### config.mk
export PLATFORM = sky130hd
export DESIGN_NAME = gpio_irq_bank
export DESIGN_NICKNAME = d
export VERILOG_FILES = /design/src/rtl/gpio_bank_pkg.sv /design/src/rtl/gpio_bank_ctrl.sv /design/src/rtl/gpio_bank_datapath.sv /design/src/rtl/gpio_irq_bank.sv
export SDC_FILE = /design/constraint.sdc
export NUM_CORES = 1
export LEC_CHECK = 0
export CAP_MARGIN = 0
export CORE_MARGIN = 5
export CORE_UTILIZATION = 56
export CTS_CLUSTER_DIAMETER = 40
export CTS_CLUSTER_SIZE = 12
export DETAILED_ROUTE_END_ITERATION = 10
export MAX_ROUTING_LAYER = met4
export PLACE_DENSITY_LB_ADDON = 0.12
export SLEW_MARGIN = 25
export SYNTH_ARGS = -nofsm -noshare
export SYNTH_HDL_FRONTEND = slang
export SYNTH_SLANG_ARGS = --single-unit
### constraint.sdc
create_clock -name clk -period 2.2 [get_ports clk]
set_clock_uncertainty 0.15 [all_clocks]
set_input_delay 0.22 -clock clk [delete_from_list [all_inputs] [get_ports clk]]
set_output_delay 0.22 -clock clk [all_outputs]
set_load 0.02 [all_outputs]
### src/rtl/gpio_bank_pkg.sv
package gpio_bank_pkg;

  // Register index = byte offset [4:2]; software depends on this order.
  typedef enum logic [2:0] {
    SEL_DOUT   = 3'd0,
    SEL_DIR    = 3'd1,
    SEL_BLINK  = 3'd2,
    SEL_POL    = 3'd3,
    SEL_DIN    = 3'd4,
    SEL_CAUSE  = 3'd5,
    SEL_EDGEEN = 3'd6,
    SEL_LVLEN  = 3'd7
  } regSel_e;

  typedef struct packed {
    logic    wrDout;
    logic    wrDir;
    logic    wrBlink;
    logic    wrPol;
    logic    wrCause;
    logic    wrEdgeEn;
    logic    wrLvlEn;
    logic    rdStrobe;
    logic    rdHit;
    regSel_e rdSel;
  } bankStrobes_t;

endpackage

### src/rtl/gpio_bank_ctrl.sv
module gpio_bank_ctrl
  import gpio_bank_pkg::*;
#(
  parameter int ADDR_W = 6
) (
  input  logic              clk,
  input  logic              rstN,
  input  logic              wrEn,
  input  logic              rdEn,
  input  logic [ADDR_W-1:0] addr,
  output bankStrobes_t      stb
);

  localparam int MAP_BYTES = 32;

  logic    mapped;
  regSel_e sel;

  assign mapped = (addr[1:0] == 2'b00) && ((addr >> $clog2(MAP_BYTES)) == '0);
  assign sel    = regSel_e'(addr[4:2]);

  always_comb begin
    stb          = '0;
    stb.rdStrobe = rdEn;
    stb.rdHit    = rdEn && mapped;
    stb.rdSel    = sel;
    if (wrEn && mapped) begin
      unique case (sel)
        SEL_DOUT:   stb.wrDout   = 1'b1;
        SEL_DIR:    stb.wrDir    = 1'b1;
        SEL_BLINK:  stb.wrBlink  = 1'b1;
        SEL_POL:    stb.wrPol    = 1'b1;
        SEL_CAUSE:  stb.wrCause  = 1'b1;
        SEL_EDGEEN: stb.wrEdgeEn = 1'b1;
        SEL_LVLEN:  stb.wrLvlEn  = 1'b1;
        default:    ;
      endcase
    end
  end

  // a single write reaches at most one register
  assert_one_write_R10: assert property (@(posedge clk) disable iff (!rstN)
    $onehot0({stb.wrDout, stb.wrDir, stb.wrBlink, stb.wrPol,
              stb.wrCause, stb.wrEdgeEn, stb.wrLvlEn}));

endmodule

### src/rtl/gpio_bank_datapath.sv
module gpio_bank_datapath
  import gpio_bank_pkg::*;
#(
  parameter int NUM_LINES  = 32,
  parameter int GROUP_SIZE = 8,
  parameter int BLINK_DIV  = 50000
) (
  input  logic                  clk,
  input  logic                  rstN,
  input  bankStrobes_t          stb,
  input  logic [NUM_LINES-1:0]  wdata,
  input  logic [NUM_LINES-1:0]  pinIn,
  output logic [NUM_LINES-1:0]  rdata,
  output logic [NUM_LINES-1:0]  pinOut,
  output logic [NUM_LINES-1:0]  pinOe,
  output logic [NUM_LINES/GROUP_SIZE-1:0] irq
);

  localparam int NUM_GROUPS = NUM_LINES / GROUP_SIZE;
  localparam int CNT_W      = $clog2(BLINK_DIV);
  localparam logic [CNT_W-1:0] CNT_LAST = CNT_W'(BLINK_DIV - 1);

  logic [NUM_LINES-1:0] doutQ, dirQ, blinkQ, polQ, edgeEnQ, lvlEnQ, causeQ;
  logic [NUM_LINES-1:0] syncA, syncB, prevIn, rdataQ;
  logic [NUM_LINES-1:0] dataIn, riseVec, irqVec, readVal;
  logic [CNT_W-1:0]     prescQ;
  logic                 toggleQ, prescWrap;

  // Inverted, synchronised input and its rising-change detector
  assign dataIn  = syncB ^ polQ;
  assign riseVec = dataIn & ~prevIn;

  always_ff @(posedge clk) begin
    if (!rstN) begin
      syncA  <= '0;
      syncB  <= '0;
      prevIn <= '0;
    end else begin
      syncA  <= pinIn;
      syncB  <= syncA;
      prevIn <= dataIn;
    end
  end

  // Software-visible registers
  always_ff @(posedge clk) begin
    if (!rstN) begin
      doutQ   <= '0;
      dirQ    <= '1;
      blinkQ  <= '0;
      polQ    <= '0;
      edgeEnQ <= '0;
      lvlEnQ  <= '0;
      causeQ  <= '0;
    end else begin
      if (stb.wrDout)   doutQ   <= wdata;
      if (stb.wrDir)    dirQ    <= wdata;
      if (stb.wrBlink)  blinkQ  <= wdata;
      if (stb.wrPol)    polQ    <= wdata;
      if (stb.wrEdgeEn) edgeEnQ <= wdata;
      if (stb.wrLvlEn)  lvlEnQ  <= wdata;
      causeQ <= (stb.wrCause ? (causeQ & wdata) : causeQ) | riseVec;
    end
  end

  // Blink prescaler
  assign prescWrap = (prescQ == CNT_LAST);

  always_ff @(posedge clk) begin
    if (!rstN) begin
      prescQ  <= '0;
      toggleQ <= 1'b0;
    end else if (prescWrap) begin
      prescQ  <= '0;
      toggleQ <= ~toggleQ;
    end else begin
      prescQ  <= prescQ + 1'b1;
    end
  end

  assign pinOut = doutQ ^ (blinkQ & {NUM_LINES{toggleQ}});
  assign pinOe  = ~dirQ;

  // Interrupt combination per group
  assign irqVec = (dataIn & lvlEnQ) | (causeQ & edgeEnQ);

  for (genvar g = 0; g < NUM_GROUPS; g++) begin : gGroup
    assign irq[g] = |irqVec[g*GROUP_SIZE +: GROUP_SIZE];
  end

  // Read path
  always_comb begin
    unique case (stb.rdSel)
      SEL_DOUT:   readVal = doutQ;
      SEL_DIR:    readVal = dirQ;
      SEL_BLINK:  readVal = blinkQ;
      SEL_POL:    readVal = polQ;
      SEL_DIN:    readVal = dataIn;
      SEL_CAUSE:  readVal = causeQ;
      SEL_EDGEEN: readVal = edgeEnQ;
      SEL_LVLEN:  readVal = lvlEnQ;
      default:    readVal = '0;
    endcase
  end

  always_ff @(posedge clk) begin
    if (!rstN)             rdataQ <= '0;
    else if (stb.rdStrobe) rdataQ <= stb.rdHit ? readVal : '0;
  end

  assign rdata = rdataQ;

  // a cause bit only appears where data-in rose in the previous cycle
  assert_cause_from_rise_R5: assert property (@(posedge clk) disable iff (!rstN)
    ((causeQ & ~$past(causeQ) & ~$past(riseVec)) == '0));

  // bits written as zero are gone unless a new edge arrived
  assert_clear_zero_R6: assert property (@(posedge clk) disable iff (!rstN)
    stb.wrCause |=> ((causeQ & ~$past(wdata) & ~$past(riseVec)) == '0));

  // with both enables empty no interrupt is raised
  assert_masked_quiet_R4: assert property (@(posedge clk) disable iff (!rstN)
    (lvlEnQ == '0 && edgeEnQ == '0) |-> (irq == '0));

  // the blink toggle moves only when the prescaler wraps
  assert_toggle_on_wrap_R9: assert property (@(posedge clk) disable iff (!rstN)
    !prescWrap |=> $stable(toggleQ));

endmodule

### src/rtl/gpio_irq_bank.sv
module gpio_irq_bank
  import gpio_bank_pkg::*;
#(
  parameter int NUM_LINES  = 32,
  parameter int GROUP_SIZE = 8,
  parameter int ADDR_W     = 6,
  parameter int BLINK_DIV  = 50000
) (
  input  logic                  clk,
  input  logic                  rstN,
  input  logic                  wrEn,
  input  logic                  rdEn,
  input  logic [ADDR_W-1:0]     addr,
  input  logic [NUM_LINES-1:0]  wdata,
  output logic [NUM_LINES-1:0]  rdata,
  input  logic [NUM_LINES-1:0]  pinIn,
  output logic [NUM_LINES-1:0]  pinOut,
  output logic [NUM_LINES-1:0]  pinOe,
  output logic [NUM_LINES/GROUP_SIZE-1:0] irq
);

  bankStrobes_t stb;

  gpio_bank_ctrl #(.ADDR_W(ADDR_W)) uCtrl (
    .clk  (clk),
    .rstN (rstN),
    .wrEn (wrEn),
    .rdEn (rdEn),
    .addr (addr),
    .stb  (stb)
  );

  gpio_bank_datapath #(
    .NUM_LINES  (NUM_LINES),
    .GROUP_SIZE (GROUP_SIZE),
    .BLINK_DIV  (BLINK_DIV)
  ) uData (
    .clk    (clk),
    .rstN   (rstN),
    .stb    (stb),
    .wdata  (wdata),
    .pinIn  (pinIn),
    .rdata  (rdata),
    .pinOut (pinOut),
    .pinOe  (pinOe),
    .irq    (irq)
  );

endmodule

==> impl_metrics.csv, run 1 <==
group,metric,value,unit
sta,finalCritPeriodShare,105,%
setup_path,cp.required,1.83,ns
clocking,cts_num_sinks,369,
synthesis,yosysMostFrequentCell,"nand2_1",
synthesis,ys.warnings.count,0,
power,p_int,12.4,mW
floorplanning,die_x,175,microns
grt,gr-usage-all-layers,31.2,%
synthesis,ys_async_sr_fraction,0,%
run_status,violations,"negative setup slack",
power,peakVddDrop,0.599,mV
synthesis,synthTopCellsByArea,"dfxtp_1 (48%), nand2_1 (11%), a21oi_1 (6.3%), and2_1 (3.4%), xnor2_1 (3.4%)",
grt,grt_pass1_wl,75100,microns
placed_design,hpwl,31700,microns
finish,synthToLayoutAreaGrowth,29.4,%
power,cellPowerDensity,811,nW/um^2
sta,worst_slack,-0.0998,ns
power,switching_share,22.4,%
route,drcViolationCount,0,
sta,fmax,435,MHz
clocking,ctsLongestPathBuffers,3,
sta,hold_violations,0,
synthesis,synthAdderAreaFrac,0.0821,%
power,clkPwrFrac,50.6,%
floorplanning,die_area,30600,sq um
route,dr.first_iter.drc_count,1616,
sta,rsz0062_at_grt,"yes",
synthesis,synthFlopType,"dfxtp_1",
grt,overflow,0,
flow_run,maxCapViolations,0,
finish,fin_util,73.4,%
clocking,cts-root-buf,"clkbuf_16",
clocking,path_clk_slew,0.06,ns
route,wirelength,48200,microns
setup_path,crit_slowest_cell,"or3_4",
clocking,cts_tree,"done",
synthesis,synth_simple_gate_area_share,18.9,%
finish,final_nets,2080,
placed_design,io_buffers,173,
synthesis,synth_top_family_by_area,"compound AO/OA/AOI/OAI gates",
sta,tightest_slew,0.841,ns
sta,slew_viol_final,0,
placed_design,gp_congestion,0.912,
sta,period_needed,2.30,ns
power,switchingPower,3.58,mW
floorplanning,ios,174,
route,num_vias,14200,
finish,drive_gt1_share,12.8,%
power,p_comb_share,6.3,%
synthesis,synthXorXnorAreaFrac,4.54,%
synthesis,synth_seq_cells,369,
synthesis,synth-compound-area-share,20.3,%
route,via_per_inst,5.97,
clocking,h-tree-depth,2,
clocking,cts_buffers,47,
grt,antenna_found_initial,1,
synthesis,synth_common_cells,"nand2_1 (437), dfxtp_1 (369), a21oi_1 (193)",
setup_path,start_kind,"flop",
placed_design,place_ws,-0.109,ns
synthesis,syn_inst,1802,
synthesis,synth_edf_count,0,
placed_design,post_dp_cell_area,18000,sq um
clocking,post-cts-setup-buffers,0,
floorplanning,die-height,175,microns
synthesis,syn_nets,1877,
grt,grt_pass1_vias,13700,
floorplanning,core.rowCount,60,
synthesis,syn_avg_cell_area,8.46,sq um
synthesis,synthDistinctLibCells,48,
setup_path,cp_max_fo,3,
route,dr.pass1.iters,7,
synthesis,synth_top_area_cell,"dfxtp_1",
synthesis,synth_top_area_share,48.5,%
floorplanning,start_util,56.7,%
power,p_leak,7.27,nW
grt,grt_max_degree,73,
floorplanning,fp.coreArea,26900,sq um
route,avgRoutedWirePerCell,20.3,microns
run_status,outcome,"complete, but fails checks",
route,ant_nets,0,
setup_path,crit_chain,"xnor2_1 > o22ai_1 > or3_4 > buf_6",
setup_path,crit_arrival,1.93,ns
synthesis,yosysSeqAreaShare,48.5,%
sta,holdWs,0.109,ns
setup_path,criticalPathCategory,"flop to output port",
sta,slew_headroom,43.8,%
synthesis,muxShareOfSynthArea,2.53,%
hold_path,hold_class,"input pin to flop",
synthesis,syn_area,15200,sq um
power,seq_power_share,43.1,%
sta,setup_viol,2,
clocking,worstSkewPairLatency,0.54,ns
setup_path,cp-end-kind,"output port",
finish,design_area,19700,sq um
setup_path,critPathMaxStageDelay,0.41,ns
-- worst max-delay path: cells and delay by family (launching register included) --
kind,cells,cell delay (ns)
compound gates,1,0.14
simple gates,1,0.41
flops,1,0.33
buf+inv,1,0.14
xor+xnor,1,0.38
-- power groups by stage --
stage / Combinational (mW) / Clock (mW) / Sequential, mW
CTS: 0.990 / 8.17 / 6.90
detailed placement: 0.983 / 0 / 7.04
floorplan: 0.473 / 0 / 7.02
global route: 1.07 / 8.49 / 6.91
finish: 1.01 / 8.10 / 6.90
global placement: 0.968 / 0 / 7.03
-- per-stage QoR --
step                      std cells  TNS (ns)  power, mW
after detailed placement       2296     -5.02       8.02
after CTS                      2377    -0.204       16.1
after floorplan                1802         0       7.49
after global routing           2378    -0.299       16.5
after global placement         2296     -2.35       8.00
final                          2379    -0.154       16.0
-- logic make-up after synthesis --
logic type / count (synthesis)
AO/OA/AOI/OAI: 475
XOR/XNOR: 79
adder cells (fa/ha/maj): 1
buffers and inverters: 197
flip-flops: 369
multiplexers: 34
AND/OR/NAND/NOR: 647
-- path summary, 6_finish.rpt --
path                     from  cells after the start          endpoint  slack, ns
min reg2reg  uData.prevIn[25]                      1  uData.causeQ[25]       0.26
max            uData.polQ[24]                      4            irq[3]       -0.1
max reg2reg  uData.prescQ[11]                      4   uData.prescQ[5]       0.12
min                 pinIn[16]                      2   uData.syncA[16]       0.11
-- flip-flops by register name, indices dropped and copies added (netlist names) --
signal	cells
uData.syncA	32
uData.polQ	32
uData.dirQ	32
uData.prevIn	32
uData.edgeEnQ	32
uData.lvlEnQ	32
uData.prescQ	16
uData.toggleQ	1
uData.doutQ	32
uData.rdata	32
uData.causeQ	32
uData.blinkQ	32
uData.syncB	32
-- metal layers --
metal,routed length (microns),track usage [%],vias up
met5,0,-,-
met4,1390,10.2,0
met3,4400,4.41,108
met2,22400,49.7,749
met1,20000,41.3,6748
li1,-,-,6607
-- layout by cell type (no fill, tap or decap), types with 41 or more instances in the layout --
master / instances
inv_1: 62
a221oi_1: 45
o211ai_1: 46
xnor2_1: 55
nand2_1: 437
clkdlybuf4s50_1: 133
a21oi_1: 193
clkbuf_16: 47
and2_1: 83
buf_4: 95
a22o_1: 41
dfxtp_1: 362
o21ai_0: 58
-- repair_timing --
action                                  CTS  global route
gates resized for setup                  66            30
hold endpoints to repair                  2             0
hold buffers                              1             0
pin swaps                                 5             9
endpoints found under the setup margin   36            13
-- final cells by class --
type / count / area (sq um)
Fill cell: 2053 / 7150
Sequential cell: 369 / 7400
Tap cell: 341 / 427
Clock inverter: 29 / 437
Antenna cell: 2 / 5.00
Timing Repair Buffer: 288 / 2790
Clock buffer: 51 / 1220
Multi-Input combinational cell: 1236 / 7200
Inverter: 63 / 241
Note: power is estimated with default switching activity, not from simulation.
==> run 2: changes to the inputs <==
--- a/config.mk
+++ b/config.mk
@@ -11,7 +11,6 @@
 export CTS_CLUSTER_DIAMETER = 40
 export CTS_CLUSTER_SIZE = 12
 export DETAILED_ROUTE_END_ITERATION = 10
-export MAX_ROUTING_LAYER = met4
 export PLACE_DENSITY_LB_ADDON = 0.12
 export SLEW_MARGIN = 25
 export SYNTH_ARGS = -nofsm -noshare
==> impl_metrics.csv, run 2 (synthesis results as in run 1) <==
group,metric,value,unit
power,finalPower,15.5,mW
sta,hold_violations,0,
floorplanning,die_x,175,microns
route,dr.pass1.iters,6,
floorplanning,start_util,56.7,%
power,p_leak,7.23,nW
route,wirelength,47600,microns
setup_path,cp.required,1.83,ns
route,avgRoutedWirePerCell,20.0,microns
power,peakVddDrop,0.972,mV
run_status,outcome,"complete, but fails checks",
route,ant_nets,0,
clocking,cts_buffers,46,
finish,final_nets,2080,
run_status,violations,"negative setup slack",
route,dr.first_iter.drc_count,1510,
setup_path,crit_arrival,1.94,ns
sta,slew_headroom,40.2,%
grt,grt_pass1_wl,74000,microns
grt,antenna_found_initial,1,
floorplanning,die-height,175,microns
setup_path,cp_max_fo,3,
placed_design,io_buffers,173,
clocking,cts-root-buf,"clkbuf_16",
route,wl_met3,4040,microns
sta,setup_viol,2,
route,num_vias,14100,
sta,holdWs,0.111,ns
floorplanning,core.rowCount,60,
grt,grt_max_degree,98,
grt,overflow,0,
floorplanning,fp.coreArea,26900,sq um
clocking,cts_num_sinks,369,
setup_path,r2r_setup_slack,0.13,ns
placed_design,dp.cells,2296,
setup_path,cp-end-kind,"output port",
route,wl_met1,20700,microns
sta,period_needed,2.31,ns
finish,fin_util,72.9,%
route,drcViolationCount,0,
sta,fmax,433,MHz
sta,finalCritPeriodShare,105,%
setup_path,criticalPathCategory,"flop to output port",
route,via_per_inst,5.93,
route,routed-wl-met2,21300,microns
clocking,cts_tree,"done",
clocking,path_clk_slew,0.06,ns
placed_design,gp_congestion,0.913,
finish,fin_cells,2381,
sta,slew_viol_final,0,
finish,final_cell_mix,"nand2_1 (437), dfxtp_1 (363), a21oi_1 (193), clkdlybuf4s50_1 (133), buf_4 (96)",
sta,rsz0062_at_grt,"yes",
sta,tightest_slew,0.894,ns
clocking,ctsLongestPathBuffers,3,
floorplanning,die_area,30600,sq um
finish,synthToLayoutAreaGrowth,28.6,%
placed_design,hpwl,31100,microns
setup_path,start_kind,"flop",
floorplanning,ios,174,
clocking,h-tree-depth,2,
finish,drive_gt1_share,12.8,%
grt,grt_pass1_vias,13300,
clocking,worstSkewPairLatency,0.54,ns
route,maxUsedRoutingLayer,"met5",
hold_path,hold_class,"input pin to flop",
grt,gr-usage-all-layers,29.9,%
power,cellPowerDensity,790,nW/um^2
flow_run,maxCapViolations,0,
sta,worst_slack,-0.112,ns
finish,final_common_cell,"nand2_1",
==> run 2: cell types whose count changed in the layout (fill, tap and decap cells not counted), sizes merged, moves of 2 or more <==
cell / previous run / this run
clkdlybuf4s15: 6 / 4
clkinv: 7 / 12
inv: 67 / 65
dlygate4sd2: 23 / 21
clkbuf: 54 / 64
bufinv: 10 / 4
==> run 2: worst paths after layout <==
kind | from | end | depth (start not counted)
hold reg to reg | uData.prevIn[26] | uData.causeQ[26] | 1
hold / removal | pinIn[28] | uData.syncA[28] | 2
setup reg to reg | uData.prescQ[11] | uData.prescQ[14] | 4
setup / recovery | uData.polQ[25] | irq[3] | 4
==> run 2: critical path: stages, from the launching register on <==
cell	delay, ns
dfxtp_1	0.33
xnor2_1	0.35
o22ai_1	0.19
or3_4	0.40
buf_6	0.14
==> run 2: power by group <==
| part | internal [mW] | switching [mW] | total, mW |
|---|---|---|---|
| Sequential | 6.82 | 0.0799 | 6.90 |
| Combinational | 0.422 | 0.589 | 1.01 |
| Clock | 4.69 | 2.89 | 7.59 |
==> run 2: what timing repair did <==
action,CTS,global route
hold buffers,1,0
endpoints found under the hold margin,27,0
setup buffers,0,1
resized for setup,63,34
setup endpoints to repair,36,15
pin swaps,4,9
==> run 2: layout make-up <==
type	instances	area, sq um
flip-flops and latches	369	7400
well taps	341	427
repair buffers	289	2780
multi-input cells	1236	7190
clock inverters	25	260
clock buffers	57	1310
inverters	63	241
diodes	1	2.50
fillers	2064	7270
==> run 2: stage by stage <==
stage | setup slack, ns | TNS, ns | cell area, sq um
floorplan | 0.271 | 0 | 15200
global placement | -0.165 | -4.11 | 18000
detailed placement | -0.156 | -5.66 | 18000
CTS | -0.163 | -0.237 | 19600
global route | -0.135 | -0.341 | 19600
finish | -0.112 | -0.166 | 19600
==> run 2: routing by layer <==
metal,vias to the layer above,global-route usage (%)
li1,6589,-
met1,6712,41.7
met2,694,47.1
met3,113,5.80
met4,2,9.89
met5,-,0
